--- src/rtl/pll_core_pkg.sv ---
package pll_core_pkg;
  localparam int DIV_W = 15;
  localparam int REF_W = 11;

  typedef struct packed {
    logic rfEdge;
    logic refEdge;
  } div_strobe_t;

  typedef struct packed {
    logic [DIV_W-1:0] rfLoad;
    logic [REF_W-1:0] refLoad;
  } div_load_t;

  typedef enum logic [1:0] {
    DRV_NORMAL,
    DRV_HIZ,
    DRV_SINK,
    DRV_SOURCE
  } drive_mode_e;
endpackage

--- src/rtl/pll_div_counter.sv ---
module pll_div_counter #(
  parameter int CNT_W = 15
) (
  input  logic             clk,
  input  logic             rstN,
  input  logic             tick,
  input  logic [CNT_W-1:0] loadVal,
  output logic             pulse
);
  logic [CNT_W-1:0] cnt;

  // A count of 0 (after reset) or 1 means the next tick ends the period.
  always_ff @(posedge clk) begin
    if (!rstN) begin
      cnt   <= '0;
      pulse <= 1'b0;
    end else begin
      pulse <= 1'b0;
      if (tick) begin
        if (cnt < CNT_W'(2)) begin
          cnt   <= loadVal;
          pulse <= 1'b1;
        end else begin
          cnt <= cnt - CNT_W'(1);
        end
      end
    end
  end

  p_pulse_from_tick_r1: assert property (@(posedge clk) disable iff (!rstN)
    pulse |-> $past(tick));
  p_pulse_isolated_r1: assert property (@(posedge clk) disable iff (!rstN)
    pulse |=> !pulse);
endmodule

--- src/rtl/pll_core_dp.sv ---
module pll_core_dp
  import pll_core_pkg::*;
#(
  parameter int MIN_DIV = 256
) (
  input  logic        clk,
  input  logic        rstN,
  input  logic        rfTick,
  input  logic        refTick,
  input  div_load_t   loads,
  output div_strobe_t strobes
);
  pll_div_counter #(.CNT_W(DIV_W)) u_rfDiv (
    .clk(clk), .rstN(rstN), .tick(rfTick),
    .loadVal(loads.rfLoad), .pulse(strobes.rfEdge)
  );

  pll_div_counter #(.CNT_W(REF_W)) u_refDiv (
    .clk(clk), .rstN(rstN), .tick(refTick),
    .loadVal(loads.refLoad), .pulse(strobes.refEdge)
  );

  p_load_floor_r2: assert property (@(posedge clk) disable iff (!rstN)
    loads.rfLoad >= DIV_W'(MIN_DIV));
endmodule

--- src/rtl/pll_core_ctl.sv ---
module pll_core_ctl
  import pll_core_pkg::*;
#(
  parameter int MIN_DIV  = 256,
  parameter int REF_DEF  = 640,
  parameter int REF_ALT  = 512,
  parameter int REF_LONG = 1024
) (
  input  logic             clk,
  input  logic             rstN,
  input  logic [DIV_W-1:0] divRatio,
  input  logic [1:0]       refSel,
  input  logic [2:0]       testMode,
  input  div_strobe_t      strobes,
  output div_load_t        loads,
  output logic             pumpUp,
  output logic             pumpDn,
  output logic             pumpOff
);
  localparam logic [DIV_W-1:0] DivFloor = DIV_W'(MIN_DIV);

  logic        upQ, dnQ;
  logic        upNext, dnNext;
  drive_mode_e driveMode;

  // Reload values presented to the datapath
  always_comb begin
    loads.rfLoad = (divRatio < DivFloor) ? DivFloor : divRatio;
    if (!refSel[1])     loads.refLoad = REF_W'(REF_DEF);
    else if (refSel[0]) loads.refLoad = REF_W'(REF_ALT);
    else                loads.refLoad = REF_W'(REF_LONG);
  end

  // Three-state phase-frequency detector
  always_comb begin
    upNext = upQ | strobes.refEdge;
    dnNext = dnQ | strobes.rfEdge;
    if (upNext && dnNext) begin
      upNext = 1'b0;
      dnNext = 1'b0;
    end
  end

  always_ff @(posedge clk) begin
    if (!rstN) begin
      upQ <= 1'b0;
      dnQ <= 1'b0;
    end else begin
      upQ <= upNext;
      dnQ <= dnNext;
    end
  end

  // Test override decode
  always_comb begin
    if (!testMode[2]) begin
      driveMode = DRV_NORMAL;
    end else begin
      case (testMode[1:0])
        2'b01:   driveMode = DRV_HIZ;
        2'b10:   driveMode = DRV_SINK;
        2'b11:   driveMode = DRV_SOURCE;
        default: driveMode = DRV_NORMAL;
      endcase
    end
  end

  always_comb begin
    case (driveMode)
      DRV_HIZ:    begin pumpUp = 1'b0; pumpDn = 1'b0; pumpOff = 1'b1; end
      DRV_SINK:   begin pumpUp = 1'b0; pumpDn = 1'b1; pumpOff = 1'b0; end
      DRV_SOURCE: begin pumpUp = 1'b1; pumpDn = 1'b0; pumpOff = 1'b0; end
      default:    begin pumpUp = upQ;  pumpDn = dnQ;  pumpOff = !(upQ || dnQ); end
    endcase
  end

  p_no_overlap_r6: assert property (@(posedge clk) disable iff (!rstN)
    !(upQ && dnQ));
  p_one_drive_r8: assert property (@(posedge clk) disable iff (!rstN)
    $countones({pumpUp, pumpDn, pumpOff}) == 1);
  p_force_hiz_r7: assert property (@(posedge clk) disable iff (!rstN)
    (testMode == 3'b101) |-> (pumpOff && !pumpUp && !pumpDn));
  p_ref_sets_up_r5: assert property (@(posedge clk) disable iff (!rstN)
    (strobes.refEdge && !strobes.rfEdge && !dnQ) |=> upQ);
  p_rf_sets_dn_r5: assert property (@(posedge clk) disable iff (!rstN)
    (strobes.rfEdge && !strobes.refEdge && !upQ) |=> dnQ);
  p_ref_ratio_legal_r4: assert property (@(posedge clk) disable iff (!rstN)
    (loads.refLoad == REF_W'(REF_DEF)) || (loads.refLoad == REF_W'(REF_ALT)) ||
    (loads.refLoad == REF_W'(REF_LONG)));
endmodule

--- src/rtl/pll_synth_core.sv ---
module pll_synth_core
  import pll_core_pkg::*;
#(
  parameter int MIN_DIV  = 256,
  parameter int REF_DEF  = 640,
  parameter int REF_ALT  = 512,
  parameter int REF_LONG = 1024
) (
  input  logic             clk,
  input  logic             rstN,
  input  logic             rfTick,
  input  logic             refTick,
  input  logic [DIV_W-1:0] divRatio,
  input  logic [1:0]       refSel,
  input  logic [2:0]       testMode,
  input  logic             cpNormal,
  output logic             pumpUp,
  output logic             pumpDn,
  output logic             pumpOff,
  output logic             pumpHighCurrent,
  output logic             rfDivPulse,
  output logic             refDivPulse
);
  div_strobe_t strobes;
  div_load_t   loads;

  pll_core_dp #(.MIN_DIV(MIN_DIV)) u_dp (
    .clk(clk), .rstN(rstN), .rfTick(rfTick), .refTick(refTick),
    .loads(loads), .strobes(strobes)
  );

  pll_core_ctl #(
    .MIN_DIV(MIN_DIV), .REF_DEF(REF_DEF), .REF_ALT(REF_ALT), .REF_LONG(REF_LONG)
  ) u_ctl (
    .clk(clk), .rstN(rstN), .divRatio(divRatio), .refSel(refSel),
    .testMode(testMode), .strobes(strobes), .loads(loads),
    .pumpUp(pumpUp), .pumpDn(pumpDn), .pumpOff(pumpOff)
  );

  assign pumpHighCurrent = cpNormal;
  assign rfDivPulse      = strobes.rfEdge;
  assign refDivPulse     = strobes.refEdge;
endmodule

--- config.mk ---
export PLATFORM = sky130hd
export DESIGN_NAME = pll_synth_core
export DESIGN_NICKNAME = d
export VERILOG_FILES = /design/src/rtl/pll_core_pkg.sv /design/src/rtl/pll_div_counter.sv /design/src/rtl/pll_core_dp.sv /design/src/rtl/pll_core_ctl.sv /design/src/rtl/pll_synth_core.sv
export SDC_FILE = /design/constraint.sdc
export NUM_CORES = 1
export LEC_CHECK = 0
export ABC_AREA = 1
export BUFFER_PORTS_ARGS = -buffer_cell sky130_fd_sc_hd__buf_4
export CAP_MARGIN = 5
export CELL_PAD_IN_SITES_DETAIL_PLACEMENT = 1
export CELL_PAD_IN_SITES_GLOBAL_PLACEMENT = 1
export CORE_ASPECT_RATIO = 1.5
export CORE_MARGIN = 10
export CORE_UTILIZATION = 39
export CTS_CLUSTER_DIAMETER = 120
export CTS_CLUSTER_SIZE = 28
export DETAILED_ROUTE_END_ITERATION = 8
export GPL_ROUTABILITY_DRIVEN = 0
export PLACE_DENSITY_LB_ADDON = 0.15
export SLEW_MARGIN = 20
export SYNTH_ARGS = -nofsm -noshare
export SYNTH_HDL_FRONTEND = slang
export SYNTH_SLANG_ARGS = --single-unit
--- constraint.sdc ---
create_clock -name clk -period 1.7 [get_ports clk]
set_clock_uncertainty 0.15 [all_clocks]
set_input_delay 0.085 -clock clk [delete_from_list [all_inputs] [get_ports clk]]
set_output_delay 0.085 -clock clk [all_outputs]
set_load 0.005 [all_outputs]
After elaboration in Yosys (flattened, before gate mapping)
Cells that the tools add are included.

operators by class
  $add $sub $neg = 2
  magnitude comparators = 3
  equality and inequality tests = 6
  mux-type cells = 12
  bitwise operators = 3
  reduce and logical (&&, ||, !) cells = 9

operators with widths
  operator                                                                        number
  11-bit 2-to-1 mux                                                               3
  15-bit 2-to-1 mux                                                               2
  15-bit by 2-bit less-than comparator with 1-bit output (second input constant)  1
  15-bit by 9-bit less-than comparator with 1-bit output (second input constant)  1
  15-bit by 1-bit subtractor with 15-bit output (second input constant)           1
  11-bit by 2-bit less-than comparator with 1-bit output (second input constant)  1
  11-bit by 1-bit subtractor with 11-bit output (second input constant)           1
  2-bit equality test (second input constant)                                     4
  2-bit OR reduction                                                              4
  1-bit case mux with 2 select lines                                              3
  2-bit case mux with 3 select lines                                              1
  2-bit by 1-bit equality test with 1-bit output (second input constant)          2
  2-bit AND reduction                                                             2
  1-bit 2-to-1 mux                                                                2
  2-bit 2-to-1 mux                                                                1
  1-bit OR                                                                        2
  1-bit logical AND                                                               1
  1-bit zero test                                                                 1
  1-bit logical OR                                                                1
  1-bit inverter                                                                  1

storage, ports and cells
  register bits = 30
  output and inout bits = 6

Depth between registers and ports, before layout
  word-level depth = 6
  mapped depth = 10

Cells and area by module
From an unflattened synthesis, not the netlist that was laid out.

second synthesis, totals
  cell total of the unflattened synthesis = 386
  area, all modules = 2349.8 um2

modules (own cells, without submodules)
  module                            times used  cells an instance  area an instance (um2)
  pll_div_counter at u_dp.u_rfDiv   1           196                1199.9
  pll_div_counter at u_dp.u_refDiv  1           127                828.3
  pll_core_ctl                      1           62                 314.1
  pll_synth_core                    1           1                  7.5

Least setup slack after synthesis
No wires, ideal clock.

  kind = reg-to-reg
  start point = register u_dp.u_rfDiv.cnt[7]
  end point = register u_dp.u_rfDiv.cnt[3]
  setup time = 0.120 ns
  data arrival time = 1.142 ns
  data required time = 1.430 ns
  setup slack = 0.288 ns
  stages on the path, launching flop included = 8
  buffers on the path = 1
  path through = dfxtp_1 nor2_4 nand2_4 nor2_8 nand2_4 buf_6 a21oi_1 a21oi_1

on the way
  word-level cells in the longest chain between the ends = 2

RTL lines
  element                                                 line                   text
  start, declared                                         pll_div_counter.sv:10  logic [CNT_W-1:0] cnt;
  start signal, assigned                                  pll_div_counter.sv:21  cnt <= loadVal;
  start signal, assigned                                  pll_div_counter.sv:24  cnt <= cnt - CNT_W'(1);
  15-bit by 2-bit less-than comparator with 1-bit output  pll_div_counter.sv:20  if (cnt < CNT_W'(2)) begin
  15-bit 2-to-1 mux                                       pll_div_counter.sv:20

Every way passes these cells.
A chain may end at the register's enable or synchronous reset.

Worst setup path after layout
  start point = register u_dp.u_rfDiv.cnt[6]
  end point = register u_dp.u_rfDiv.cnt[2]

Same word-level chain as after synthesis.

==> reports/metrics.csv <==
stage;metric;value;unit
synth;Syn Std Cell Area;0.002012;mm²
pwr;overall power;0.003844;W
timing;fin. max-slew vios;0;
finish;Area Growth Syn to Fin;36.63;%
drt;Pre-antenna DRT Iters;4;
timing;final worst path period need;1702;ps
global_route;grt total ovfl;0;
worst_setup_path;CP peak stage delay;350;ps
pwr;Worst VDD drop;1.004;mV
drt;WL final;6.594;mm
placed_design;post-DP HPWL;4.792;mm
synth;area leader, netlist;dfxtp_1;
floorplan;Die Height;108.0;µm
worst_setup_path;worst path required time;1740;ps
synth;count leader, synth;nand2_1;
synth;sequential fraction of the synthesis area;29.85;%
timing;endpoints failing setup;1;
worst_setup_path;CP Max Fanout;10;
worst_setup_path;CP max stage cell;dfxtp_2;
synth;#FFs+latches synth;30;
timing;setup ws final;-1.578;ps
drt;Routed Antenna Nets;0;
run_status;failing checks;setup timing;
synth;Post-synth EDFFs;0;
worst_setup_path;Worst setup SP type;flop;
drt;initial drt markers;69;
finish;cell area after layout;0.002749;mm²
pwr;P_leak;1.392;nW
floorplan;Rows;32;
run_status;status;finished, violations left;
worst_setup_path;CP bufs+invs;0;
synth;Warnings, synthesis;0;
job;Max Cap Viol;0;
synth;Post-synth top flop;dfxtp_1;
placed_design;Buffers on Ports;28;
finish;share of cells above drive strength 1;25.71;%
floorplan;core area;0.005085;mm²
timing;Fmax;587.7;MHz
synth;Syn Area/Cell;6.347;µm²
timing;final hold vios;0;
floorplan;IO Count;31;
clock_network;H-tree depth;2;
synth;top post-synthesis cells by area;dfxtp_1 (30%), nand2_1 (16%), nor2_1 (8.8%);
synth;most common library cells after synthesis;nand2_1 (87), nor2_1 (47), inv_1 (44);
worst_setup_path;Worst Path Arrival;1740;ps
finish;ANT cells;0;
floorplan;die width;78.65;µm
drt;Remaining DRCs;0;
pwr;Pwr Density;1398;mW/mm²
drt;Via Count;2232;
timing;final period utilization;100.1;%
hold_path;Hold WC Path Type;in -> out;
worst_setup_path;Top cell by count, worst path;nor2_4;
clock_network;number of buffers created by CTS;5;
worst_setup_path;CP endpoint kind;flop;
synth;top cell type's share of synthesized area;29.85;%
floorplan;die footprint;0.008491;mm²
worst_setup_path;Crit Path Class;reg -> reg;
drt;DR WL/cell;14.56;µm
timing;Least-Margin Pin Slew;389.3;ps
worst_setup_path;sequence of cells on the critical path;nor2_4 -> nand2_4 -> nor2_8 -> nand2_8 -> nor2_4 -> nand2_1 -> a31oi_1;
clock_network;maximum root-to-sink buffer count;2;
synth;Syn Inst Count;317;
synth;Distinct cells, synth;33;
global_route;GRT Total Usage;15.49;%
finish;Layout fillers;709;
global_route;vias in the first global route;2336;
global_route;first-pass GRT wire length;10.73;mm
finish;layout net count;411;
synth;Post-synth ARST share;0;%
clock_network;CTS root buffer;clkbuf_8;
floorplan;Initial Utilization;39.57;%
global_route;largest net degree at the start of global routing;21;
timing;Slew headroom;73.84;%
placed_design;total placed instance area;0.002362;mm²
clock_network;Reg clk slew, reported paths;70;ps
global_route;initial antenna violation count;0;
clock_network;number of clock sinks;30;
clock_network;clk_lat worst skew;290;ps
synth;Post-Syn Nets;344;
worst_setup_path;CP top delay family;simple AND/OR/NAND/NOR gates;
clock_network;CTS tree;done;
drt;drt via density;4.927;
[cells in the final DEF, fill, tap and decap left out, types with 2 or more instances in the layout]
master	n
nand3_1	19
nand2_1	86
inv_2	3
or2_2	2
nor3_1	4
nand3b_1	2
nor2_4	7
clkbuf_8	8
nand4_1	2
nand3_2	2
a31oi_1	2
xnor2_1	2
buf_4	56
a21oi_1	18
nor2_1	42
dlygate4sd3_1	11
a21oi_2	2
nand2_4	3
xor2_1	6
nor2_2	5
dfxtp_1	26
dfxtp_2	4
nor2_8	2
inv_1	42
o21ai_0	18
[worst reg2reg max path, stage by stage, from the launching register on]
cell and delay [ps]:
dfxtp_2 350, nor2_4 170, nand2_4 100, nor2_8 170, nand2_8 100, nor2_4 220
nand2_1 110, a31oi_1 250
[state kept, by name (all words and copies together) (netlist names)]
name / cells
u_dp.u_rfDiv.pulse: 1
u_dp.u_refDiv.cnt: 11
u_ctl.dnQ: 1
u_ctl.upQ: 1
u_dp.u_refDiv.pulse: 1
u_dp.u_rfDiv.cnt: 15
[through the flow]
stage          setup TNS [ps]  instances  hold WS (ps)  utilization, %  setup WS (ps)
2_1_floorplan               0        317         80.55               -          287.8
3_3_place_gp                0        421         20.04           46.46          47.88
3_5_place_dp                0        421         20.04           46.46          12.06
4_1_cts                     0        440         20.04           50.84          10.27
5_1_grt                -127.6        453         20.04           54.06         -82.18
6_report               -1.578        453         20.05           54.06         -1.578
[cell families after synthesis]
logic type,Yosys count,share of synthesized area (%)
DFF,30,29.85
AOI/OAI and AO/OA,44,12.25
and+or+nand+nor,180,41.73
xor gates and xnor gates,8,3.483
adders and majority gates,2,1.244
buffers and inverters,53,11.44
[cell type report]
class,instances,area [µm²],area share [%]
Multi-Input combinational cell,234,1245,45.29
Inverter,46,172.7,6.281
Tap cell,68,85.08,3.095
Sequential cell,30,605.6,22.03
Timing Repair Buffer,67,530.5,19.30
Clock buffer,8,110.1,4.005
[final timing paths]
check        cells past startpoint                    to            startpoint  slack (ps)
max reg2reg                      7   u_dp.u_rfDiv.cnt[2]   u_dp.u_rfDiv.cnt[6]          -2
min reg2reg                      2  u_dp.u_refDiv.cnt[0]  u_dp.u_refDiv.cnt[0]         320
max                              7   u_dp.u_rfDiv.cnt[2]   u_dp.u_rfDiv.cnt[6]          -2
min                              0       pumpHighCurrent              cpNormal          20
[routing by layer]
metal  GRT usage [%]  vias to the layer above  share of wire, %
met5               0                        -                 0
met4           4.499                        0               1.7
met3           2.243                       10               2.1
met2           30.90                       25                57
met1           15.98                     1071                40
li1                -                     1126                 -
[where the power goes]
| part | internal (W) | leakage (nW) | switching, W |
|---|---|---|---|
| Combinational | 0.000917 | 1.09 | 0.00116 |
| Sequential | 0.000883 | 0.248 | 0.000177 |
| Clock | 0.000409 | 0.0575 | 0.000297 |
[what timing repair did]
item	CTS	global route
pin swaps	0	10
gates resized for setup	1	20
hold buffers	11	0
hold endpoints to repair	11	0
setup buffers	0	13
cloned	0	0
setup endpoints to repair	1	12
No activity file was read; power rests on OpenSTA's default activity.
